===== config.mk =====
export PLATFORM = sky130hd
export DESIGN_NAME = sport_flag_unit
export DESIGN_NICKNAME = d
export VERILOG_FILES = /design/src/rtl/sport_flag_pkg.sv /design/src/rtl/sticky_flag.sv /design/src/rtl/cts_edge_detect.sv /design/src/rtl/break_sync_detect.sv /design/src/rtl/sport_flag_unit.sv
export SDC_FILE = /design/constraint.sdc
export NUM_CORES = 1
export LEC_CHECK = 0
export ABC_CLOCK_PERIOD_IN_PS = 1350
export BUFFER_PORTS_ARGS = -buffer_cell sky130_fd_sc_hd__buf_2
export CORE_MARGIN = 2
export CORE_UTILIZATION = 34
export CTS_CLUSTER_SIZE = 24
export DETAILED_ROUTE_END_ITERATION = 16
export PLACE_DENSITY = 0.8
export SLEW_MARGIN = 20
export SYNTH_ARGS = -nofsm -noshare
export SYNTH_HDL_FRONTEND = slang
export SYNTH_SLANG_ARGS = --single-unit

===== constraint.sdc =====
create_clock -name clk -period 1.35 [get_ports clk]
set_clock_uncertainty 0.15 [all_clocks]
set_input_delay 0.135 -clock clk [delete_from_list [all_inputs] [get_ports clk]]
set_output_delay 0.135 -clock clk [all_outputs]
set_load 0.02 [all_outputs]

===== src/rtl/sport_flag_pkg.sv =====
// Shared constants for the serial port interrupt flag unit.
// Assumes: register bit positions are fixed and decoded by software.
package sport_flag_pkg;

    typedef enum logic [1:0] {
        FM_ASYNC      = 2'd0,
        FM_SPI_HOST   = 2'd1,
        FM_LIN_CLIENT = 2'd2,
        FM_AUTOBAUD   = 2'd3
    } frame_mode_e;

    localparam int BIT_ERR  = 7;
    localparam int BIT_CTS  = 6;
    localparam int BIT_BRK  = 4;
    localparam int BIT_SOF  = 3;
    localparam int BIT_RXC  = 2;
    localparam int BIT_TXC  = 1;
    localparam int BIT_DRE  = 0;

    // Latched flags, in the order of the generate array in the top.
    localparam int NUM_LATCHED = 5;
    localparam int L_ERR = 0;
    localparam int L_CTS = 1;
    localparam int L_BRK = 2;
    localparam int L_SOF = 3;
    localparam int L_TXC = 4;

endpackage


===== src/rtl/sticky_flag.sv =====
// One latched interrupt flag.
// A set input raises the flag and a clear input drops it; set has priority.
// Assumes: set and clear are already qualified by the caller.
module sticky_flag (
    input  logic clk,
    input  logic rst_n,
    input  logic set_i,
    input  logic clr_i,
    output logic q_o
);

    // Holds the flag, with set taking priority over clear.
    always_ff @(posedge clk) begin
        if (!rst_n)     q_o <= 1'b0;
        else if (set_i) q_o <= 1'b1;
        else if (clr_i) q_o <= 1'b0;
    end

    AST_SET_WINS: assert property (@(posedge clk) disable iff (!rst_n)
        set_i |=> q_o);
    AST_CLEAR_TAKES: assert property (@(posedge clk) disable iff (!rst_n)
        (clr_i && !set_i) |=> !q_o);

endmodule


===== src/rtl/cts_edge_detect.sv =====
// Brings the asynchronous clear-to-send pin into the clock domain and
// flags a change of level in either direction.
// Assumes: the pin is held low while reset is applied.
module cts_edge_detect #(
    parameter int SYNC_STAGES = 2
) (
    input  logic clk,
    input  logic rst_n,
    input  logic pin_i,
    output logic change_o
);

    logic [SYNC_STAGES-1:0] sync_q;
    logic                   last_q;

    // Shifts the pin through the synchroniser chain and keeps the last level.
    always_ff @(posedge clk) begin
        if (!rst_n) begin
            sync_q <= '0;
            last_q <= 1'b0;
        end else begin
            sync_q <= {sync_q[SYNC_STAGES-2:0], pin_i};
            last_q <= sync_q[SYNC_STAGES-1];
        end
    end

    assign change_o = sync_q[SYNC_STAGES-1] ^ last_q;

    AST_CHANGE_FROM_PIN: assert property (@(posedge clk) disable iff (!rst_n)
        change_o |-> $past(sync_q[SYNC_STAGES-2]) != last_q);

endmodule


===== src/rtl/break_sync_detect.sv =====
// Counts consecutive low receive samples, arms after a break of BRK_LEN
// bits and reports a hit when the next received byte equals SYNC_VAL.
// Assumes: rx_line is sampled only on bit_tick; enable reflects frame mode.
module break_sync_detect #(
    parameter int         BRK_LEN  = 11,
    parameter logic [7:0] SYNC_VAL = 8'h55
) (
    input  logic       clk,
    input  logic       rst_n,
    input  logic       enable_i,
    input  logic       bit_tick_i,
    input  logic       rx_line_i,
    input  logic       byte_valid_i,
    input  logic [7:0] byte_i,
    output logic       sync_hit_o
);

    localparam int CW = $clog2(BRK_LEN + 1);

    logic [CW-1:0] low_cnt_q;
    logic          armed_q;
    logic          low_tick;

    assign low_tick = bit_tick_i && !rx_line_i;

    // Tracks the low-sample run length and the armed state.
    always_ff @(posedge clk) begin
        if (!rst_n || !enable_i) begin
            low_cnt_q <= '0;
            armed_q   <= 1'b0;
        end else begin
            if (bit_tick_i) begin
                if (rx_line_i)                       low_cnt_q <= '0;
                else if (low_cnt_q != CW'(BRK_LEN))  low_cnt_q <= low_cnt_q + 1'b1;
            end
            if (low_tick && low_cnt_q == CW'(BRK_LEN - 1)) armed_q <= 1'b1;
            else if (byte_valid_i)                         armed_q <= 1'b0;
        end
    end

    assign sync_hit_o = enable_i && armed_q && byte_valid_i && (byte_i == SYNC_VAL);

    AST_ARM_ON_LOW: assert property (@(posedge clk) disable iff (!rst_n)
        $rose(armed_q) |-> $past(low_tick));
    AST_IDLE_WHEN_OFF: assert property (@(posedge clk) disable iff (!rst_n)
        !enable_i |=> !armed_q);

endmodule


===== src/rtl/sport_flag_unit.sv =====
// Interrupt flag register of a serial port at one bus offset.
// Latched flags use write-one-to-clear; RXC and DRE mirror buffer levels;
// TXC and RXBRK also clear on data events. Drives a masked combined irq.
// Assumes: event inputs are single-cycle pulses in the clock domain,
// except cts_pin, which is asynchronous.
module sport_flag_unit
    import sport_flag_pkg::*;
#(
    parameter int         ADDR_W      = 4,
    parameter logic [3:0] FLAG_OFFSET = 4'hD,
    parameter int         BRK_LEN     = 11,
    parameter logic [7:0] SYNC_VAL    = 8'h55
) (
    input  logic              clk,
    input  logic              rst_n,
    input  logic [ADDR_W-1:0] bus_addr,
    input  logic              bus_wr,
    input  logic [7:0]        bus_wdata,
    output logic [7:0]        bus_rdata,
    input  logic              err_parity,
    input  logic              err_frame,
    input  logic              err_sync,
    input  logic              err_collision,
    input  logic              err_overflow,
    input  logic              cts_pin,
    input  logic [1:0]        frame_mode,
    input  logic              sof_enable,
    input  logic              standby,
    input  logic              rx_start_seen,
    input  logic              rx_line,
    input  logic              bit_tick,
    input  logic              rx_byte_valid,
    input  logic [7:0]        rx_byte,
    input  logic              rx_buf_unread,
    input  logic              tx_buf_empty,
    input  logic              tx_frame_done,
    input  logic              tx_data_write,
    input  logic [7:0]        irq_mask,
    output logic              irq
);

    frame_mode_e mode;
    logic        hit;
    logic [7:0]  w1c;
    logic        cts_change;
    logic        brk_enable;
    logic        sync_hit;
    logic [NUM_LATCHED-1:0] set_v, clr_v, q_v;
    logic [7:0]  flags;

    assign mode       = frame_mode_e'(frame_mode);
    assign hit        = (bus_addr == ADDR_W'(FLAG_OFFSET));
    assign w1c        = (bus_wr && hit) ? bus_wdata : 8'h00;
    assign brk_enable = (mode == FM_LIN_CLIENT) || (mode == FM_AUTOBAUD);

    cts_edge_detect #(.SYNC_STAGES(2)) u_cts (
        .clk      (clk),
        .rst_n    (rst_n),
        .pin_i    (cts_pin),
        .change_o (cts_change)
    );

    break_sync_detect #(.BRK_LEN(BRK_LEN), .SYNC_VAL(SYNC_VAL)) u_brk (
        .clk          (clk),
        .rst_n        (rst_n),
        .enable_i     (brk_enable),
        .bit_tick_i   (bit_tick),
        .rx_line_i    (rx_line),
        .byte_valid_i (rx_byte_valid),
        .byte_i       (rx_byte),
        .sync_hit_o   (sync_hit)
    );

    // Gathers the set and clear condition of every latched flag.
    always_comb begin
        set_v[L_ERR] = err_parity | err_frame | err_sync | err_collision | err_overflow;
        clr_v[L_ERR] = w1c[BIT_ERR];
        set_v[L_CTS] = cts_change;
        clr_v[L_CTS] = w1c[BIT_CTS];
        set_v[L_BRK] = sync_hit;
        clr_v[L_BRK] = w1c[BIT_BRK] | rx_byte_valid;
        set_v[L_SOF] = sof_enable && standby && rx_start_seen && (mode != FM_SPI_HOST);
        clr_v[L_SOF] = w1c[BIT_SOF];
        set_v[L_TXC] = tx_frame_done && tx_buf_empty;
        clr_v[L_TXC] = w1c[BIT_TXC] | tx_data_write;
    end

    for (genvar i = 0; i < NUM_LATCHED; i++) begin : g_flag
        sticky_flag u_flag (
            .clk   (clk),
            .rst_n (rst_n),
            .set_i (set_v[i]),
            .clr_i (clr_v[i]),
            .q_o   (q_v[i])
        );
    end

    // Assembles the register image from latched flags and buffer levels.
    always_comb begin
        flags          = 8'h00;
        flags[BIT_ERR] = q_v[L_ERR];
        flags[BIT_CTS] = q_v[L_CTS];
        flags[BIT_BRK] = q_v[L_BRK];
        flags[BIT_SOF] = q_v[L_SOF];
        flags[BIT_RXC] = rx_buf_unread;
        flags[BIT_TXC] = q_v[L_TXC];
        flags[BIT_DRE] = tx_buf_empty;
    end

    assign bus_rdata = hit ? flags : 8'h00;
    assign irq       = |(flags & irq_mask);

    AST_ERR_SETS: assert property (@(posedge clk) disable iff (!rst_n)
        (err_parity || err_frame || err_sync || err_collision || err_overflow)
        |=> q_v[L_ERR]);
    AST_ERR_HOLDS: assert property (@(posedge clk) disable iff (!rst_n)
        (q_v[L_ERR] && !(bus_wr && hit && bus_wdata[7])) |=> q_v[L_ERR]);
    AST_SOF_NOT_SPI: assert property (@(posedge clk) disable iff (!rst_n)
        (frame_mode == 2'd1 && !q_v[L_SOF]) |=> !q_v[L_SOF]);
    AST_TXC_DATA_CLEAR: assert property (@(posedge clk) disable iff (!rst_n)
        (tx_data_write && !(tx_frame_done && tx_buf_empty)) |=> !q_v[L_TXC]);
    AST_RSV_READS_ZERO: assert property (@(posedge clk) disable iff (!rst_n)
        bus_rdata[5] == 1'b0);

endmodule


==> qor.log, run 1 <==
qor: timing.post-route-min-period 1.508 ns
qor: placement.dp.final_hpwl 1639 µm
qor: global_route.grt_antenna_before_repair 0
qor: clock_network.insertion_delay 0.27 ns
qor: route.drt_iter0_drc 11
qor: synth.synthDistinctLibCells 35
qor: timing.fin_hold_ws 0.01253 ns
qor: timing.setup_viol 3
qor: cells_and_area.fin_nets 195
qor: global_route.largest_net_degree_at_the_start_of_global_routing 13
qor: critical_path.critical_path_fanout_max 5
qor: cells_and_area.synthToLayoutAreaGrowth 64.54%
qor: worst_hold_path.min-delay-path-class input pin to flip-flop
qor: global_route.grt_first_pass_wirelength 3374 µm
qor: cells_and_area.finalInstanceArea 1161 µm²
qor: clock_network.clk_root_buffer_cell clkbuf_4
qor: timing.max_freq 662.9 MHz
qor: synth.cell_count_after_synthesis 82
qor: die.starting_density_of_the_core 35.97%
qor: cells_and_area.diodes 0
qor: synth.synthMostInstantiatedCell dfxtp_1
qor: clock_network.tritoncts done
qor: placement.placement.io_buffers 52
qor: outcome.status finished, violations left
qor: clock_network.cts.reportedPaths.clkPinSlew 0.08 ns
qor: die.coreArea 1962 µm²
qor: critical_path.timing.rr.start u_brk.low_cnt_q[1]
qor: critical_path.cpMaxStageDelayCell or4_4
qor: critical_path.critical_path_sink_type flip-flop
qor: critical_path.crit_chain ha_4 > nor4bb_4 > or4_4 > a21oi_2
qor: critical_path.crit_start u_brk.low_cnt_q[1]
qor: clock_network.clockBufferDepth 2
qor: timing.finalMaxSlewViolations 0
qor: cells_and_area.post_route_cells_drive_above_1_share 48.25%
qor: timing.fin_crit_sh 111.7%
qor: global_route.number_of_global_route_vias_before_repair 851
qor: clock_network.total_number_of_h_tree_levels 1
qor: synth.synth-main-ff-cell dfxtp_1
qor: synth.syn_nets 133
qor: critical_path.cp.buffers_inverters 0
qor: timing.grt_setup_unrepaired true
qor: route.drt_pass1_iterations 4
qor: synth.ys_seq_elements 13
qor: worst_hold_path.timing.hold.worst.start err_collision
qor: placement.detailed_place.area 1011 µm²
qor: route.finalWirelength 2196 µm
qor: synth.synth_cell_area 705.7 µm²
qor: route.antenna_left 0
qor: die.die_width 49.56 µm
qor: synth.synth_area_leaders dfxtp_1, and2_1, nand4_1
qor: outcome.violated_checks setup timing
qor: power_and_ir_drop.max-vdd-ir-drop 485.9 µV
qor: synth.yosysSeqAreaShare 36.88%
qor: die.ioPinCount 58
qor: route.detailroute.via_count 855
qor: timing.hold_violations 0
qor: synth.synth_top_cells_by_count dfxtp_1, and2_1, a21oi_1, inv_1, nand4_1
qor: global_route.gr-usage-all-layers 17.48%
qor: placement.place.gp.congestion 0.7976
qor: synth.asyncSetResetFlopFracSynth 0%
qor: global_route.grt_overflow 0
qor: route.detail_route.drc_violations 0
qor: critical_path.timing.critical_path.max_delay_family simple AND/OR/NAND/NOR gates
qor: clock_network.numClockSinks 13
qor: die.chipHeight 49.56 µm
qor: synth.synth_largest_area_cell dfxtp_1
qor: synth.post_synth.cell_area_avg 8.606 µm²
qor: synth.synth_warn 0
qor: die.design.die.area 2456 µm²
qor: power_and_ir_drop.p_per_area 688.0 nW/µm²
qor: critical_path.crit_path_max_cell_delay 0.43 ns
qor: flow_run.max_cap_viols 0
qor: route.post_drt_via_cell_ratio 5.029
qor: synth.synth_edf_count 0
qor: clock_network.cts_inserted_buffers 3
qor: critical_path.timing.critical_path.required 1.40 ns
qor: critical_path.critical_path_class flip-flop to flip-flop
qor: critical_path.crit_path_start_kind flip-flop
qor: route.wire_per_inst 12.92 µm
qor: synth.synth_largest_type_area_fraction 36.88%
qor: critical_path.cp_data_arrival_time 1.56 ns
qor: cells_and_area.n_fill_cell 188
qor: die.placementRows 16
qor: timing.finalWorstSetupSlack -0.1584 ns
qor: power_and_ir_drop.static-leakage-power 0.5340 nW
## metal layers
metal | track usage (%) | vias up | wire length, µm
met5 | 0 | - | 0
met4 | 6.944 | 0 | 64
met1 | 16.07 | 373 | 785
li1 | - | 428 | -
met3 | 5.758 | 8 | 218
met2 | 34.44 | 46 | 1127
## area by class of cell
type,instances,area [µm²],area share (%)
Multi-Input combinational cell,60,467.9,40.30
Timing Repair Buffer,60,340.3,29.31
Sequential cell,13,267.8,23.06
Tap cell,27,33.78,2.909
Clock buffer,4,26.28,2.263
Inverter,6,25.02,2.155
## stage by stage
stage / setup slack (ns) / power [mW] / std cells / setup TNS, ns / utilization [%]
4_1_cts: -0.1514 / 0.8004 / 170 / -0.4201 / 56.51
2_1_floorplan: -0.04713 / 0.4656 / 82 / -0.07996 / -
3_3_place_gp: -0.04445 / 0.5428 / 161 / -0.06409 / 51.53
6_report: -0.1584 / 0.7988 / 170 / -0.4565 / 59.18
3_5_place_dp: -0.2024 / 0.5489 / 161 / -0.3242 / 51.53
5_1_grt: -0.2683 / 0.8331 / 170 / -0.6242 / 59.18
## report_power, final
part | switching [mW] | internal, mW
registers | 0.00809 | 0.392
clock network | 0.129 | 0.114
logic | 0.0679 | 0.0879
## path summary, 6_finish.rpt
kind,endpoint,slack [ns],depth (start not counted)
min,g_flag[0].u_flag.q_o,0.01,3
min reg2reg,u_cts.sync_q[1],0.30,1
max reg2reg,u_brk.low_cnt_q[0],-0.16,4
max,u_brk.low_cnt_q[0],-0.16,4
## cells in the final DEF (no fill, tap or decap), types with 2 or more instances in the layout
cell type and count:
ha_4 2, a31oi_1 3, clkbuf_4 3, dfxtp_1 11, inv_1 4, nand3_1 2
and2_1 11, nand2_1 4, and3_1 2, a22oi_1 2, dlygate4sd3_1 6, nand4_1 5
buf_2 50, dfxtp_4 2, o21ai_0 4, buf_4 4, a21oi_1 4
## what timing repair did
item                                    CTS  global route
resized for setup                         5             8
pin swaps                                 1             6
endpoints found under the setup margin    3             5
buffers inserted                          0             1
hold endpoints to repair                  3             1
hold buffers                              5             1
## sequential cells by signal (all words and copies together) (netlist names)
| name | count |
|---|---|
| g_flag.u_flag.q_o | 5 |
| u_brk.low_cnt_q | 4 |
| u_cts.sync_q | 2 |
| u_brk.armed_q | 1 |
| u_cts.last_q | 1 |
## kinds of logic (layout without fill, tap and decap cells)
| logic type | after synthesis | count (layout) | synth area share, % |
|---|---|---|---|
| compound gates | 21 | 21 | 19.50 |
| xor+xnor | 1 | 1 | 1.241 |
| fa+ha+maj | 2 | 2 | 3.546 |
| buf+inv | 9 | 70 | 5.495 |
| flops | 13 | 13 | 36.88 |
| other cells | 1 | 1 | 0.5314 |
| simple gates | 35 | 35 | 32.80 |
## worst min-delay path, delay by kind of cell
kind / cells / cell delay [ns]
and+or+nand+nor: 1 / 0.09
AOI/OAI and AO/OA: 1 / 0.12
buffers and inverters: 1 / 0.07
Power figures use the tool's default switching activity.
==> run 2, diff against run 1 <==
--- a/config.mk
+++ b/config.mk
@@ -5,13 +5,14 @@
 export SDC_FILE = /design/constraint.sdc
 export NUM_CORES = 1
 export LEC_CHECK = 0
+export ABC_AREA = 1
 export ABC_CLOCK_PERIOD_IN_PS = 1350
 export BUFFER_PORTS_ARGS = -buffer_cell sky130_fd_sc_hd__buf_2
 export CORE_MARGIN = 2
-export CORE_UTILIZATION = 34
+export CORE_UTILIZATION = 35
 export CTS_CLUSTER_SIZE = 24
 export DETAILED_ROUTE_END_ITERATION = 16
-export PLACE_DENSITY = 0.8
+export PLACE_DENSITY = 0.79
 export SLEW_MARGIN = 20
 export SYNTH_ARGS = -nofsm -noshare
 export SYNTH_HDL_FRONTEND = slang
==> qor.log, run 2 <==
qor: outcome.status finished, violations left
qor: outcome.violated_checks hold timing
qor: route.drt_pass1_iterations 4 [unchanged]
qor: synth.synth_warn 0 [unchanged]
qor: synth.asyncSetResetFlopFracSynth 0% [unchanged]
qor: timing.setup_viol 0 [-3]
qor: route.drt_iter0_drc 8 [-3]
qor: synth.synth_edf_count 0 [unchanged]
qor: synth.synthDistinctLibCells 20 [-43%]
qor: die.die_width 51.08 µm [+3.1%]
qor: clock_network.total_number_of_h_tree_levels 1 [unchanged]
qor: power_and_ir_drop.seq_power_share 49.7% [-0.4 points]
qor: timing.finalMaxSlewViolations 0 [unchanged]
qor: global_route.number_of_global_route_vias_before_repair 822 [-3.4%]
qor: synth.synthMostInstantiatedCell nand2_1
qor: die.coreArea 2148 µm² [+9.5%]
qor: synth.synth_area_leaders dfxtp_1, nand2_1, inv_1
qor: synth.post_synth_and_or_nand_nor_area_fraction 39.84% [+7.0 points]
qor: synth.synth_largest_type_area_fraction 33.55% [-3.3 points]
qor: global_route.grt_overflow 0 [unchanged]
qor: critical_path.crit_path_max_cell_delay 0.32 ns [-0.11 ns]
qor: synth.synthAdderAreaFrac 3.226% [-0.32 points]
qor: synth.syn_nets 173 [+30%]
qor: route.detailroute.via_count 982 [+15%]
qor: synth.cell_count_after_synthesis 122 [+49%]
qor: global_route.gr-usage-all-layers 15.23% [-2.3 points]
qor: power_and_ir_drop.power_report.internal_total 0.6055 mW [+1.9%]
qor: flow_run.max_cap_viols 0 [unchanged]
qor: synth.yosysSeqAreaShare 33.55% [-3.3 points]
qor: cells_and_area.fin_nets 242 [+24%]
qor: die.starting_density_of_the_core 36.11% [+0.14 points]
qor: synth.synth.area.mux_share 0% [unchanged]
qor: cells_and_area.most-common-layout-cells buf_2, nand2_1, inv_1
qor: clock_network.numClockSinks 13 [unchanged]
qor: synth.synth_largest_area_cell dfxtp_1
qor: timing.max_freq 751.4 MHz [+13%]
qor: synth.synth_top_cells_by_count nand2_1, inv_1, nor2_1, dfxtp_1, nand3_1
qor: clock_network.clk_root_buffer_cell clkbuf_4
qor: clock_network.insertion_delay 0.27 ns [about the same]
qor: synth.post_synth.cell_area_avg 6.359 µm² [-26%]
qor: die.placementRows 17 [+1]
qor: synth.ys_seq_elements 13 [unchanged]
qor: power_and_ir_drop.power_frac_comb 21.7% [+2.2 points]
qor: synth.area_share_of_xor_xnor_cells_in_the_synthesized_design 1.129% [-0.11 points]
qor: cells_and_area.diodes 0 [unchanged]
qor: placement.place.gp.congestion 0.8273 [+3.7%]
qor: cells_and_area.final_common_cell buf_2
qor: critical_path.cp.buffers_inverters 1 [+1]
qor: cells_and_area.post_route_cells_drive_above_1_share 39.47% [-8.8 points]
qor: clock_network.cts_inserted_buffers 3 [unchanged]
qor: cells_and_area.biggestRegsByFlops g_flag.u_flag.q_o (5), u_brk.low_cnt_q (4), u_cts.sync_q (2)
qor: timing.grt_setup_unrepaired true
qor: power_and_ir_drop.design_power_total 0.8098 mW [+1.4%]
qor: cells_and_area.largest_register_ffs 5 [unchanged]
qor: route.wire_per_inst 9.417 µm [-27%]
qor: power_and_ir_drop.power_frac_clock 28.7% [-1.7 points]
qor: placement.placement.io_buffers 52 [unchanged]
qor: critical_path.cp_data_arrival_time 1.05 ns [-0.51 ns]
qor: global_route.grt_antenna_before_repair 0 [unchanged]
qor: clock_network.clockBufferDepth 2 [unchanged]
qor: timing.post-route-min-period 1.331 ns [-0.1777 ns]
qor: route.finalWirelength 2053 µm [-6.5%]
qor: cells_and_area.registers.top_by_ff_count g_flag.u_flag.q_o
qor: timing.fin_crit_sh 98.58% [-13 points]
qor: cells_and_area.synthToLayoutAreaGrowth 62.10%
qor: worst_hold_path.min-delay-path-class input pin to flip-flop
qor: critical_path.critical_path_fanout_max 2 [-3]
qor: die.chipHeight 51.08 µm [+3.1%]
qor: synth.synth-compound-area-share 9.032% [-10 points]
qor: route.antenna_left 0 [unchanged]
qor: power_and_ir_drop.netSwitchingPower 0.2043 mW [-0.14%]
qor: die.design.die.area 2609 µm² [+6.2%]
qor: critical_path.cpMaxStageDelayCell dfxtp_2
qor: synth.synth-main-ff-cell dfxtp_1
qor: critical_path.critical_path_class flip-flop to output port
qor: critical_path.crit_chain nand2_2 > nand3_2 > a21oi_2 > nand4_1 > buf_4
qor: synth.synth_cell_area 775.7 µm² [+9.9%]
qor: global_route.grt_first_pass_wirelength 3036 µm [-10%]
qor: power_and_ir_drop.p_per_area 644.0 nW/µm² [-6.4%]
qor: critical_path.critical_path_sink_type output port
qor: critical_path.timing.critical_path.required 1.07 ns [-0.33 ns]
qor: route.post_drt_via_cell_ratio 4.505 [-10%]
qor: power_and_ir_drop.switching_share 25.23% [-0.38 points]
qor: power_and_ir_drop.max-vdd-ir-drop 628.2 µV [+29%]
qor: critical_path.crit_path_start_kind flip-flop
qor: global_route.largest_net_degree_at_the_start_of_global_routing 9 [-4]
qor: critical_path.timing.critical_path.max_delay_family flip-flops
qor: route.detail_route.drc_violations 0 [unchanged]
qor: clock_network.cts.reportedPaths.clkPinSlew 0.08 ns [about the same]
qor: placement.dp.final_hpwl 1525 µm [-6.9%]
qor: synth.largest_family_of_logic_cells_by_synthesized_area simple AND/OR/NAND/NOR gates
qor: power_and_ir_drop.static-leakage-power 0.6434 nW [+20%]
qor: clock_network.tritoncts done
qor: cells_and_area.n_fill_cell 204 [+8.5%]
qor: timing.hold_violations 1 [+1]
qor: timing.fin_hold_ws -0.0009135 ns [-0.01344 ns]
qor: die.ioPinCount 58 [unchanged]
-- run 2: cell count changes after synthesis, sizes merged, moves of 3 or more --
| cell | previous run | this run |
|---|---|---|
| a21oi | 5 | 11 |
| nor2 | 1 | 19 |
| a31oi | 3 | 0 |
| nand3 | 2 | 11 |
| and2 | 11 | 0 |
| o21ai | 4 | 0 |
| inv | 6 | 23 |
| nand2 | 4 | 32 |
-- run 2: layout make-up --
class | instances | area, µm² | area share (%)
multi-input cells | 84 | 445.4 | 35.42
well taps | 28 | 35.03 | 2.786
repair buffers | 66 | 397.9 | 31.64
inverters | 23 | 86.33 | 6.866
clock buffers | 4 | 26.28 | 2.090
flip-flops and latches | 13 | 266.5 | 21.19
-- run 2: kinds of logic (layout without fill, tap and decap cells) --
group | Yosys count | count (layout)
AOI/OAI and AO/OA | 12 | 12
xor gates and xnor gates | 1 | 1
adders and majority gates | 2 | 2
buffers and inverters | 25 | 93
DFF | 13 | 13
other | 1 | 1
and+or+nand+nor | 68 | 68
-- run 2: power by group through the flow --
stage                     Clock (mW)  Combinational (mW)  Sequential, mW
after detailed placement           0               0.142           0.411
after floorplan                    0              0.0626           0.410
final                          0.232               0.176           0.402
after global placement             0               0.141           0.411
after global routing           0.260               0.194           0.404
after CTS                      0.241               0.170           0.402
-- run 2: repair_timing --
action	CTS	global route
setup endpoints to repair	1	5
hold buffers	12	0
pin swaps	0	3
gates resized for setup	0	11
gates cloned	0	0
buffers inserted	0	0
hold endpoints to repair	7	0
-- run 2: per-layer routing --
layer	global-route usage, %	up-vias	share of wire [%]
li1	-	510	-
met1	15.88	422	41
met2	28.14	48	46
met3	4.971	2	12
met4	5.405	0	0.78
met5	0	-	0
-- run 2: per-stage QoR --
stage / cell area (µm²) / setup slack, ns / std cells / utilization, % / setup TNS (ns)
2_1_floorplan: 775.7 / 0.1386 / 122 / - / 0
3_3_place_gp: 1074 / 0.06897 / 202 / 49.97 / 0
3_5_place_dp: 1074 / 0.05724 / 202 / 49.97 / 0
4_1_cts: 1220 / -0.01995 / 218 / 56.79 / -0.01995
5_1_grt: 1257 / -0.05254 / 218 / 58.53 / -0.05496
6_report: 1257 / 0.01924 / 218 / 58.53 / 0
-- run 2: worst reg2reg max path: stages, from the launching register on --
cell	delay (ns)
dfxtp_2	0.34
buf_4	0.14
ha_1	0.27
nor2_1	0.10
nand3_1	0.10
a21oi_1	0.13
-- run 2: path summary, 6_finish.rpt --
kind / endpoint / cells after the start / from / slack, ns
setup / recovery: irq / 5 / g_flag[4].u_flag.q_o / 0.02
hold / removal: g_flag[0].u_flag.q_o / 4 / bus_wdata[7] / -0.0009
setup reg to reg: u_brk.low_cnt_q[1] / 5 / u_brk.low_cnt_q[1] / 0.06
hold reg to reg: u_cts.sync_q[1] / 2 / u_cts.sync_q[0] / 0.26
==> run 3, diff against run 2 <==
--- a/config.mk
+++ b/config.mk
@@ -7,12 +7,12 @@
 export LEC_CHECK = 0
 export ABC_AREA = 1
 export ABC_CLOCK_PERIOD_IN_PS = 1350
-export BUFFER_PORTS_ARGS = -buffer_cell sky130_fd_sc_hd__buf_2
 export CORE_MARGIN = 2
-export CORE_UTILIZATION = 35
+export CORE_UTILIZATION = 53
 export CTS_CLUSTER_SIZE = 24
 export DETAILED_ROUTE_END_ITERATION = 16
-export PLACE_DENSITY = 0.79
+export DONT_BUFFER_PORTS = 1
+export PLACE_DENSITY = 0.76
 export SLEW_MARGIN = 20
 export SYNTH_ARGS = -nofsm -noshare
 export SYNTH_HDL_FRONTEND = slang
==> qor.log, run 3 (synthesis gave the netlist of run 2 again) <==
qor: outcome.status completed
qor: timing.fin_crit_sh 99.59% [+1.0 points]
qor: cells_and_area.ff_latch_area 264.0 µm² [-0.94%]
qor: timing.max_freq 743.8 MHz [-1.0%]
qor: die.chipHeight 42.26 µm [-17%]
qor: cells_and_area.most-common-layout-cells dlygate4sd3_1, nand2_1, inv_1
qor: route.drt_pass1_iterations 4 [unchanged]
qor: cells_and_area.synthToLayoutAreaGrowth 49.84%
qor: placement.placement.setup.worst_slack 0.05305 ns [-0.004192 ns]
qor: cells_and_area.post-route-util 87.15% [+29 points]
qor: clock_network.cts_inserted_buffers 3 [unchanged]
qor: cells_and_area.largest_register_ffs 5 [unchanged]
qor: worst_hold_path.whs_path_depth 5 [+1]
qor: clock_network.clk_root_buffer_cell clkbuf_4
qor: cells_and_area.biggestRegsByFlops g_flag.u_flag.q_o (5), u_brk.low_cnt_q (4), u_cts.sync_q (2)
qor: flow_run.max_cap_viols 0 [unchanged]
qor: route.wire_per_inst 12.64 µm [+34%]
qor: timing.post-route-min-period 1.344 ns [+0.01371 ns]
qor: placement.placement.io_buffers 0 [-100%]
qor: global_route.number_of_global_route_vias_before_repair 844 [+2.7%]
qor: clock_network.insertion_delay 0.27 ns [about the same]
qor: timing.finalWorstSetupSlack 0.005529 ns [-0.01371 ns]
qor: die.design.die.area 1785 µm² [-32%]
qor: cells_and_area.finalInstanceArea 1162 µm² [-7.6%]
qor: clock_network.clockBufferDepth 2 [unchanged]
qor: cells_and_area.diodes 0 [unchanged]
qor: die.die_width 42.26 µm [-17%]
qor: global_route.largest_net_degree_at_the_start_of_global_routing 9 [unchanged]
qor: clock_network.cts.reportedPaths.clkPinSlew 0.08 ns [about the same]
qor: route.detail_route.drc_violations 0 [unchanged]
qor: route.post_drt_via_cell_ratio 5.135 [+14%]
qor: timing.finalMaxSlewViolations 0 [unchanged]
qor: global_route.grt_first_pass_wirelength 3263 µm [+7.5%]
qor: die.coreArea 1334 µm² [-38%]
qor: critical_path.crit_path_start_kind flip-flop
qor: cells_and_area.multiInputGateArea 446.7 µm² [+0.28%]
qor: placement.place.gp.congestion 0.8191 [-0.99%]
qor: placement.dp.final_hpwl 1222 µm [-20%]
qor: route.antenna_left 0 [unchanged]
qor: route.detailroute.via_count 878 [-11%]
qor: timing.hold_violations 0 [-1]
qor: cells_and_area.n_fill_cell 73 [-64%]
qor: power_and_ir_drop.static-leakage-power 0.4987 nW [-22%]
qor: critical_path.timing.critical_path.required 1.07 ns [about the same]
qor: cells_and_area.final_common_cell dlygate4sd3_1
qor: global_route.grt_overflow 0 [unchanged]
qor: cells_and_area.post_route_cells_drive_above_1_share 15.38% [-24 points]
qor: worst_hold_path.min-delay-path-class input pin to flip-flop
qor: route.finalWirelength 2161 µm [+5.3%]
qor: clock_network.numClockSinks 13 [unchanged]
qor: cells_and_area.registers.top_by_ff_count g_flag.u_flag.q_o
qor: die.starting_density_of_the_core 58.16% [+22 points]
qor: power_and_ir_drop.max-vdd-ir-drop 844.3 µV [+34%]
qor: global_route.grt_antenna_before_repair 0 [unchanged]
qor: cells_and_area.fin_nets 208 [-14%]
qor: global_route.gr-usage-all-layers 23.74% [+8.5 points]
qor: clock_network.tritoncts done
qor: critical_path.cp_data_arrival_time 1.06 ns [about the same]
qor: critical_path.critical_path_fanout_max 2 [unchanged]
qor: critical_path.timing.reg2reg.worst_path_depth 5 [unchanged]
qor: timing.setup_viol 0 [unchanged]
qor: route.drt_iter0_drc 24 [+16]
qor: clock_network.total_number_of_h_tree_levels 1 [unchanged]
qor: placement.detailed_place.area 782.0 µm² [-27%]
qor: timing.grt_setup_unrepaired true
qor: die.placementRows 13 [-4]
qor: critical_path.critical_path_class flip-flop to output port
qor: die.ioPinCount 58 [unchanged]
qor: critical_path.critical_path_sink_type output port
qor: power_and_ir_drop.p_per_area 690.5 nW/µm² [+7.2%]
[run 3: cell types whose count changed in the layout (fill, tap and decap cells not counted), moves of 2 or more]
cell           previous run  this run
dlygate4sd3_1            12        32
buf_2                    51         0
nor2_2                    3         5
buf_4                     3         0
nor2_1                   15        12
[run 3: layout make-up]
| type | instances | share of cell area (%) |
|---|---|---|
| inverter | 23 | 7.427 |
| tap | 15 | 1.615 |
| multi-input combinational | 84 | 38.43 |
| clock buffer | 4 | 2.261 |
| timing repair buffer | 32 | 27.56 |
| sequential | 13 | 22.71 |
[run 3: worst paths after layout]
check / startpoint / endpoint / slack (ns)
setup / recovery: g_flag[4].u_flag.q_o / irq / 0.006
hold / removal: rx_line / u_brk.low_cnt_q[1] / 0.004
setup reg to reg: u_brk.low_cnt_q[0] / u_brk.low_cnt_q[1] / 0.07
hold reg to reg: u_cts.sync_q[0] / u_cts.sync_q[1] / 0.28
[run 3: critical path: stages, from the launching register on]
cell and delay, ns:
dfxtp_2 0.33, nand2_2 0.05, nand3_2 0.06, a21oi_2 0.10, nand4_1 0.25
[run 3: per-layer routing]
metal / share of wire [%] / track usage [%]
met1: 40 / 26.70
met2: 50 / 40.92
met3: 6.2 / 3.879
met4: 3.1 / 15.00
met5: 0 / 0
[run 3: where the power goes]
part           switching, mW  leakage, nW  internal, mW
registers            0.00871        0.108         0.395
logic                 0.0718        0.376        0.0867
clock network          0.125       0.0150         0.114
total                  0.206        0.499         0.597
[run 3: timing repair]
action / CTS / global route
hold buffers: 32 / 1
pin swaps: 0 / 4
setup buffers: 0 / 0
endpoints found under the setup margin: 1 / 8
hold endpoints to repair: 13 / 1
resized for setup: 0 / 12
[run 3: through the flow]
step	cells	total power, mW	hold WS [ns]	TNS, ns
after floorplan	122	0.4722	0.07845	0
after global placement	135	0.4743	0.08017	0
after detailed placement	135	0.4767	0.08475	0
after CTS	171	0.7946	0.02568	-0.01395
after global routing	171	0.8408	0.02534	-0.06902
final	171	0.8026	0.003559	0
